$ cat src/rtl/tach_pkg.sv
`timescale 1ns/1ps
package tach_pkg;

    localparam int CNT_W        = 16;
    localparam int PEND_W       = 6;
    localparam int PEND_CAP_BIT = 0;
    localparam int PEND_TMO_BIT = 4;

    // Halfword register index as decoded by software drivers
    typedef enum logic [3:0] {
        RG_COUNT   = 4'd0,
        RG_CAPT    = 4'd1,
        RG_PRESC   = 4'd4,
        RG_RUN     = 4'd5,
        RG_PEND    = 4'd7,
        RG_CLEAR   = 4'd8,
        RG_ENABLE  = 4'd9,
        RG_LIMIT   = 4'd10
    } reg_idx_e;

    typedef enum logic {
        PH_WAIT_FIRST = 1'b0,
        PH_TIMING     = 1'b1
    } meas_phase_e;

    function automatic logic [CNT_W-1:0] lane_merge(
        input logic [CNT_W-1:0] old_v,
        input logic [CNT_W-1:0] new_v,
        input logic [1:0]       be
    );
        logic [CNT_W-1:0] r;
        r = old_v;
        if (be[0]) r[7:0]  = new_v[7:0];
        if (be[1]) r[15:8] = new_v[15:8];
        return r;
    endfunction

endpackage

$ cat src/rtl/tach_edge_sync.sv
`timescale 1ns/1ps
module tach_edge_sync #(
    parameter int STAGES = 2
) (
    input  logic clk,
    input  logic rst,
    input  logic din,
    output logic fall
);
    logic [STAGES-1:0] shift_q;
    logic              last_q;

    // Idle level of a tach line is high; reset there to avoid a false edge
    always_ff @(posedge clk) begin
        if (rst) begin
            shift_q <= '1;
            last_q  <= 1'b1;
        end else begin
            shift_q <= {shift_q[STAGES-2:0], din};
            last_q  <= shift_q[STAGES-1];
        end
    end

    assign fall = last_q & ~shift_q[STAGES-1];
endmodule

$ cat src/rtl/tach_prescaler.sv
`timescale 1ns/1ps
module tach_prescaler #(
    parameter int PSC_W = 8
) (
    input  logic             clk,
    input  logic             rst,
    input  logic             clr,
    input  logic             en,
    input  logic [PSC_W-1:0] div,
    output logic             tick
);
    logic [PSC_W-1:0] pre_q;
    logic             wrap;

    assign wrap = (pre_q >= div);
    assign tick = en & wrap;

    always_ff @(posedge clk) begin
        if (rst || clr) begin
            pre_q <= '0;
        end else if (en) begin
            pre_q <= wrap ? '0 : pre_q + PSC_W'(1);
        end
    end
endmodule

$ cat src/rtl/tach_meas_core.sv
`timescale 1ns/1ps
module tach_meas_core
    import tach_pkg::*;
#(
    parameter int PSC_W = 8
) (
    input  logic             clk,
    input  logic             rst,
    input  logic             run,
    input  logic             load,
    input  logic [CNT_W-1:0] load_val,
    input  logic [CNT_W-1:0] limit,
    input  logic [PSC_W-1:0] div,
    input  logic             fall,
    output logic [CNT_W-1:0] cnt,
    output logic             done,
    output logic             cap_evt,
    output logic [CNT_W-1:0] cap_val,
    output logic             tmo_evt
);
    meas_phase_e      phase_q;
    logic             done_q;
    logic [CNT_W-1:0] cnt_q;
    logic             active, arm, tick;
    logic [CNT_W-1:0] dec, stepped;

    assign active  = run & ~done_q & ~load;
    assign arm     = active & fall & (phase_q == PH_WAIT_FIRST);
    assign cap_evt = active & fall & (phase_q == PH_TIMING);
    assign dec     = cnt_q - CNT_W'(1);
    assign stepped = tick ? dec : cnt_q;
    // capture outranks a coincident timeout step
    assign tmo_evt = active & tick & (dec == limit) & ~fall;
    assign cap_val = stepped;
    assign cnt     = cnt_q;
    assign done    = done_q;

    tach_prescaler #(.PSC_W(PSC_W)) u_presc (
        .clk  (clk),
        .rst  (rst),
        .clr  (~active | arm),
        .en   (active),
        .div  (div),
        .tick (tick)
    );

    always_ff @(posedge clk) begin
        if (rst) begin
            cnt_q   <= '1;
            phase_q <= PH_WAIT_FIRST;
            done_q  <= 1'b0;
        end else if (load) begin
            cnt_q   <= load_val;
            phase_q <= PH_WAIT_FIRST;
            done_q  <= 1'b0;
        end else if (arm) begin
            cnt_q   <= '1;
            phase_q <= PH_TIMING;
        end else if (cap_evt) begin
            cnt_q   <= stepped;
            done_q  <= 1'b1;
        end else if (active && tick) begin
            cnt_q   <= dec;
            if (tmo_evt) done_q <= 1'b1;
        end
    end
endmodule

$ cat src/rtl/tach_capture_timer.sv
`timescale 1ns/1ps
module tach_capture_timer
    import tach_pkg::*;
#(
    parameter int PSC_W       = 8,
    parameter int SYNC_STAGES = 2
) (
    input  logic        clk,
    input  logic        rst,
    input  logic        bus_wr,
    input  logic [3:0]  bus_hw_addr,
    input  logic [15:0] bus_wdata,
    input  logic [1:0]  bus_be,
    output logic [15:0] bus_rdata,
    input  logic        tach_in,
    output logic        irq
);
    reg_idx_e          idx;
    logic [CNT_W-1:0]  cap_q, cmp_q, cnt_val, cap_val;
    logic [PSC_W-1:0]  psc_q;
    logic              ckc_q;
    logic [PEND_W-1:0] pend_q, ien_q, clr_bits, set_bits;
    logic              wr_cnt, wr_cap, wr_cmp, wr_lo;
    logic              fall, cap_evt, tmo_evt, core_done;

    assign idx    = reg_idx_e'(bus_hw_addr);
    assign wr_cnt = bus_wr & (idx == RG_COUNT) & (|bus_be);
    assign wr_cap = bus_wr & (idx == RG_CAPT)  & (|bus_be);
    assign wr_cmp = bus_wr & (idx == RG_LIMIT) & (|bus_be);
    assign wr_lo  = bus_wr & bus_be[0];
    assign clr_bits = (wr_lo && idx == RG_CLEAR) ? bus_wdata[PEND_W-1:0] : '0;

    always_comb begin
        set_bits               = '0;
        set_bits[PEND_CAP_BIT] = cap_evt;
        set_bits[PEND_TMO_BIT] = tmo_evt;
    end

    tach_edge_sync #(.STAGES(SYNC_STAGES)) u_sync (
        .clk  (clk),
        .rst  (rst),
        .din  (tach_in),
        .fall (fall)
    );

    tach_meas_core #(.PSC_W(PSC_W)) u_core (
        .clk      (clk),
        .rst      (rst),
        .run      (ckc_q),
        .load     (wr_cnt),
        .load_val (lane_merge(cnt_val, bus_wdata, bus_be)),
        .limit    (cmp_q),
        .div      (psc_q),
        .fall     (fall),
        .cnt      (cnt_val),
        .done     (core_done),
        .cap_evt  (cap_evt),
        .cap_val  (cap_val),
        .tmo_evt  (tmo_evt)
    );

    always_ff @(posedge clk) begin
        if (rst) begin
            cap_q  <= '1;
            cmp_q  <= '1;
            psc_q  <= '0;
            ckc_q  <= 1'b0;
            pend_q <= '0;
            ien_q  <= '0;
        end else begin
            if (cap_evt)     cap_q <= cap_val;
            else if (wr_cap) cap_q <= lane_merge(cap_q, bus_wdata, bus_be);
            if (wr_cmp)      cmp_q <= lane_merge(cmp_q, bus_wdata, bus_be);
            if (wr_lo && idx == RG_PRESC)  psc_q <= bus_wdata[PSC_W-1:0];
            if (wr_lo && idx == RG_RUN)    ckc_q <= bus_wdata[0];
            if (wr_lo && idx == RG_ENABLE) ien_q <= bus_wdata[PEND_W-1:0];
            // a new event in the clearing cycle survives the clear
            pend_q <= (pend_q & ~clr_bits) | set_bits;
        end
    end

    always_comb begin
        case (idx)
            RG_COUNT:  bus_rdata = cnt_val;
            RG_CAPT:   bus_rdata = cap_q;
            RG_PRESC:  bus_rdata = 16'(psc_q);
            RG_RUN:    bus_rdata = {15'd0, ckc_q};
            RG_PEND:   bus_rdata = 16'(pend_q);
            RG_ENABLE: bus_rdata = 16'(ien_q);
            RG_LIMIT:  bus_rdata = cmp_q;
            default:   bus_rdata = '0;
        endcase
    end

    assign irq = |(pend_q & ien_q);
endmodule

$ cat config.mk
export PLATFORM = sky130hd
export DESIGN_NAME = tach_capture_timer
export DESIGN_NICKNAME = d
export VERILOG_FILES = /design/src/rtl/tach_pkg.sv /design/src/rtl/tach_edge_sync.sv /design/src/rtl/tach_prescaler.sv /design/src/rtl/tach_meas_core.sv /design/src/rtl/tach_capture_timer.sv
export SDC_FILE = /design/constraint.sdc
export NUM_CORES = 1
export LEC_CHECK = 0
export ABC_AREA = 1
export BUFFER_PORTS_ARGS = -buffer_cell sky130_fd_sc_hd__buf_4
export CORE_MARGIN = 2
export CORE_UTILIZATION = 40
export CTS_CLUSTER_SIZE = 40
export DETAILED_ROUTE_END_ITERATION = 7
export PLACE_DENSITY = 0.6
export RECOVER_POWER = 100
export SETUP_SLACK_MARGIN = 0.1
export SLEW_MARGIN = 40
export SYNTH_ARGS = -nofsm -noshare
export SYNTH_HDL_FRONTEND = slang
export SYNTH_SLANG_ARGS = --single-unit
$ cat constraint.sdc
create_clock -name clk -period 2.9 [get_ports clk]
set_clock_uncertainty 0.1 [all_clocks]
set_input_delay 0.87 -clock clk [delete_from_list [all_inputs] [get_ports clk]]
set_output_delay 0.87 -clock clk [all_outputs]
set_load 0.05 [all_outputs]
# Word level (Yosys, flattened, before mapping)
# Index checks and enable logic that the tools add are counted.
[classes]
n_bitwise = 29
reduce_logical = 23
n_mux = 15
n_addsub = 2
n_eq_ne = 10
n_lt_le_gt_ge = 1
[op_table]
columns = ["cell", "n"]
rows = [
  ["$mux W16", 7],
  ["$pmux W16 S7", 1],
  ["$mux W8", 3],
  ["$and A1 B1 Y1", 17],
  ["$eq A16 B16 Y1", 1],
  ["$sub A16 B1 Y16 const B", 1],
  ["$and A6 B6 Y6", 2],
  ["$eq A4 B3 Y1 const B", 3],
  ["$eq A4 B4 Y1 const B", 3],
  ["$reduce_and A2 Y1", 6],
  ["$reduce_bool A2 Y1", 5],
  ["$add A8 B1 Y8 const B", 1],
  ["$ge A8 B8 Y1", 1],
  ["$not A1 Y1", 7],
  ["$mux W6", 1],
  ["$not A6 Y6", 1],
  ["$or A6 B5 Y6", 1],
  ["$reduce_or A6 Y1", 1],
  ["$logic_and A1 B1 Y1", 5],
  ["$eq A4 B1 Y1 const B", 1],
  ["$logic_not A4 Y1", 1],
  ["$ne A2 B2 Y1 const B", 2],
  ["$reduce_bool A4 Y1", 1],
  ["$reduce_or A2 Y1", 2],
  ["other kinds (4)", 6],
]
[totals]
input_bits = 26
out_inout_bits = 17
word_cells = 95
ff_bits = 82

# Depth between registers and ports, before layout
[logic_depth]
ltp_word = 12
ltp_mapped = 15
ltp_nobuf = 15

# Modules after synthesis
# From an unflattened synthesis, not the netlist that was laid out.
[unflattened]
cells_unflattened = 939
area_unflattened_um2 = 5936.9
[modules_own_cells]
columns = ["mod", "cells_per_inst", "area_per_inst_um2", "instances"]
rows = [
  ["tach_capture_timer", 464, 3155.5, 1],
  ["tach_meas_core", 385, 2095.8, 1],
  ["tach_prescaler", 78, 591.8, 1],
  ["tach_edge_sync", 12, 93.8, 1],
]

# Worst setup path after synthesis
# OpenSTA, ideal clock, no wires.
[synth_path]
path_kind = "input to output"
from = "in bus_hw_addr[3]"
to = "out bus_rdata[1]"
setup_slack_ps = -560
arrival_ps = 2490
n_path_buf = 1
stages = 7
path_cell_list = "inv_1 -> nor2_1 -> inv_1 -> nor3_2 -> inv_2 -> buf_1 -> o2111ai_1"
[synth_between]
elab_chain_cells = 2
word_cells_on_any_way = 8
[synth_lines]
columns = ["item", "line_no", "text"]
rows = [
  ["from (decl)", "tach_capture_timer.sv:11", "input logic [3:0] bus_hw_addr,"],
  ["$eq A4 B4 Y1, or another cell as far along", "tach_capture_timer.sv:83", "case (idx)"],
  ["$pmux W16 S7 (*)", "tach_capture_timer.sv:83", ""],
  ["to (decl)", "tach_capture_timer.sv:14", "output logic [15:0] bus_rdata,"],
]
# Mark *: on every way between the ends. The rest lies on a longest branch, timed or not.

# Worst setup path after layout
[layout_path]
from = "in bus_hw_addr[2]"
to = "out bus_rdata[9]"
# The elaborated chain is that of the path after synthesis.

==> results.sh <==
export IMPL_r2r_setup_slack_ns=0.49
export IMPL_min_period_over_period=1.02
export IMPL_synth_seq_cells=82
export IMPL_cts_root_buffer="clkbuf_16"
export IMPL_area_growth_pct=28.6
export IMPL_cts_hold_buffers=0
export IMPL_crit_path_end="bus_rdata[9]"
export IMPL_seqPwrFrac=0.419
export IMPL_dp_hpwl_um=13500
export IMPL_syn_inst=840
export IMPL_reg2reg_depth=14
export IMPL_hold_start="u_sync.shift_q[0]"
export IMPL_antennaDiodeCount=0
export IMPL_placed_cell_area_um2=6170
export IMPL_netSwitchingPower_uw=760
export IMPL_r2r_start="u_core.cnt[0]"
export IMPL_drc=0
export IMPL_pwr_share_clk=0.430
export IMPL_htreeDepth=3
export IMPL_grt_pass1_vias=5482
export IMPL_cp_start_kind="primary input"
export IMPL_layout_drive_gt1_share=0.195
export IMPL_worstSetupPathType="primary input to output port"
export IMPL_cts_tree="yes"
export IMPL_synth_ff_type="dfxtp_1"
export IMPL_finalMaxSlewViolations=0
export IMPL_slew_headroom=0.291
export IMPL_violations="negative setup slack"
export IMPL_r2r_end="pend_q[4]"
export IMPL_synth_edff_count=0
export IMPL_stdcell_area_um2=6790
export IMPL_die_area_um2=14100
export IMPL_ios=43
export IMPL_rsz0062_at_grt="yes"
export IMPL_synthesis_area_um2=5280
export IMPL_maxCapViolations=0
export IMPL_syn_area_per_cell_um2=6.29
export IMPL_dr_pass1_iters=7
export IMPL_first_iter_violations=595
export IMPL_grt_overflow_total=0
export IMPL_io_buffers=42
export IMPL_period_needed_ns=2.97
export IMPL_arrival_ns=2.00
export IMPL_num_vias=5864
export IMPL_finalWirelength_um=18300
export IMPL_die_x_um=119
export IMPL_row_count=41
export IMPL_clock_sinks=82
export IMPL_grt_max_degree=48
export IMPL_switching_share=0.274
export IMPL_nets=951
export IMPL_place_congestion=0.981
export IMPL_syn_nets=876
export IMPL_clk_pin_slew_worst_paths_ns=0.06
export IMPL_start_util=0.413
export IMPL_hold_path_class="register to register"
export IMPL_grt_pass1_wl_um=29000
export IMPL_vdd_drop_max_v=0.000393
export IMPL_ys_seq_area_frac=0.311
export IMPL_viasPerCell=5.37
export IMPL_grt_use_total=0.263
export IMPL_async_flop_share=0
export IMPL_cp_required_ns=1.93
export IMPL_worst_slack_ns=-0.0653
export IMPL_setup_viol=12
export IMPL_worstSkewPairLatency_ns=0.35
export IMPL_powerDensity_nw_per_um2=409
export IMPL_antenna_found_initial=0
export IMPL_cp_startpoint="bus_hw_addr[2]"
export IMPL_yosysWarningCount=0
export IMPL_intPower_uw=2020
export IMPL_routedWlPerCell_um=16.7
export IMPL_fmax_ghz=0.337
export IMPL_yosysUniqueCellTypes=45
export IMPL_drt_antenna_violating_nets=0
export IMPL_final_hold_violation_count=0
export IMPL_worst_pin_slew_ns=1.06
export IMPL_clockBufferDepth=2
export IMPL_cts_buffers=9
export IMPL_die_h_um=119
export IMPL_core_area_um2=12800
export IMPL_critPathMaxFanout=8
export IMPL_pwr_share_comb=0.151
export IMPL_end_kind="output port"
export IMPL_setup_tns_ns=-0.471
export IMPL_power_leakage_uw=0.00329
export IMPL_status="complete, but fails checks"
-- Yosys cell counts, types with 3 or more instances --
master,count,share of area
a21oi_1,62,0.059
buf_1,3,0.0021
buf_2,7,0.0066
buf_6,6,0.013
clkbuf_1,8,0.0057
dfxtp_1,82,0.31
ha_1,10,0.024
inv_1,100,0.071
inv_2,5,0.0036
inv_4,4,0.0047
nand2_1,261,0.19
nand2_2,8,0.0095
nand3_1,85,0.081
nand4_1,8,0.0095
nor2_1,73,0.052
nor2_2,6,0.0071
o211ai_1,13,0.018
o21ai_0,36,0.034
o21ai_1,6,0.0057
o21ai_4,3,0.0092
o221ai_1,10,0.017
o22ai_1,11,0.013
or2_2,3,0.0036
xor2_1,3,0.0050
-- per-layer routing --
layer	track usage	wire, um
met5	0	0
met4	0.0677	292
met3	0.0666	1610
met2	0.395	7930
met1	0.375	8430
-- state kept, by name (all words and copies together) (netlist names) --
signal and count:
u_core.u_presc.pre_q 8, psc_q 8, u_sync.last_q 1, u_sync.shift_q 2, u_core.done 1, u_core.cnt 16
cmp_q 16, pend_q 6, u_core.phase_q 1, ckc_q 1, cap_q 16, ien_q 6
-- layout make-up --
type | instances | area (um^2)
fillers | 1309 | 5980
multi-input cells | 621 | 3380
flip-flops and latches | 82 | 1640
repair buffers | 90 | 793
inverters | 111 | 460
clock buffers | 12 | 256
well taps | 172 | 215
clock inverters | 4 | 50.0
-- worst max-delay path, stage by stage --
cell	delay (ns)
buf_8	0.10
nor2_4	0.11
inv_2	0.06
nor3_4	0.23
inv_4	0.11
buf_12	0.17
o221ai_4	0.15
buf_6	0.19
-- cell families (layout without fill, tap and decap cells) --
family / after synthesis / in the layout / synth area share
buffers and inverters: 137 / 217 / 0.111
and+or+nand+nor: 458 / 458 / 0.380
adders and majority gates: 10 / 10 / 0.0237
AOI/OAI and AO/OA: 149 / 149 / 0.168
xor gates and xnor gates: 4 / 4 / 0.00664
DFF: 82 / 82 / 0.311
-- cell usage in the layout, fill, tap and decap left out, drive strengths merged, types with 9 or more instances in the layout --
| cell | count |
|---|---|
| inv | 108 |
| ha | 10 |
| nand4 | 9 |
| clkbuf | 14 |
| o221ai | 10 |
| a21oi | 63 |
| nand2 | 272 |
| o211ai | 13 |
| o22ai | 11 |
| nor2 | 82 |
| nand3 | 86 |
| o21ai | 45 |
| buf | 88 |
| dfxtp | 82 |
-- power groups by stage --
stage	combinational, uW	clock (uW)	sequential (uW)
CTS	416	1210	1160
global route	449	1260	1170
global placement	369	0	1190
floorplan	234	0	1180
finish	418	1190	1160
detailed placement	372	0	1190
-- repair_timing --
item | 4_1_cts | 5_1_grt
gates resized for setup | 58 | 6
pin swaps | 7 | 4
endpoints found under the setup margin | 16 | 17
setup buffers | 3 | 1
-- through the flow --
stage | setup WS (ns) | utilization | power, uW | hold slack [ns] | std cells
floorplan | -0.386 | - | 1420 | 0.289 | 840
global placement | -0.156 | 0.483 | 1560 | 0.296 | 1073
detailed placement | -0.170 | 0.483 | 1560 | 0.301 | 1073
CTS | -0.0354 | 0.532 | 2790 | 0.317 | 1092
global route | -0.0997 | 0.532 | 2880 | 0.323 | 1092
finish | -0.0653 | 0.532 | 2780 | 0.313 | 1092
-- worst min-delay path by stage --
| stage | endpoint | depth (start not counted) |
|---|---|---|
| CTS | u_sync.shift_q[1] | 1 |
| finish | u_sync.shift_q[1] | 1 |
| global route | u_sync.shift_q[1] | 1 |
| floorplan | u_sync.shift_q[1] | 1 |
| detailed placement | u_sync.shift_q[1] | 1 |
| global placement | u_sync.shift_q[1] | 1 |
Note: power is estimated with default switching activity, not from simulation.
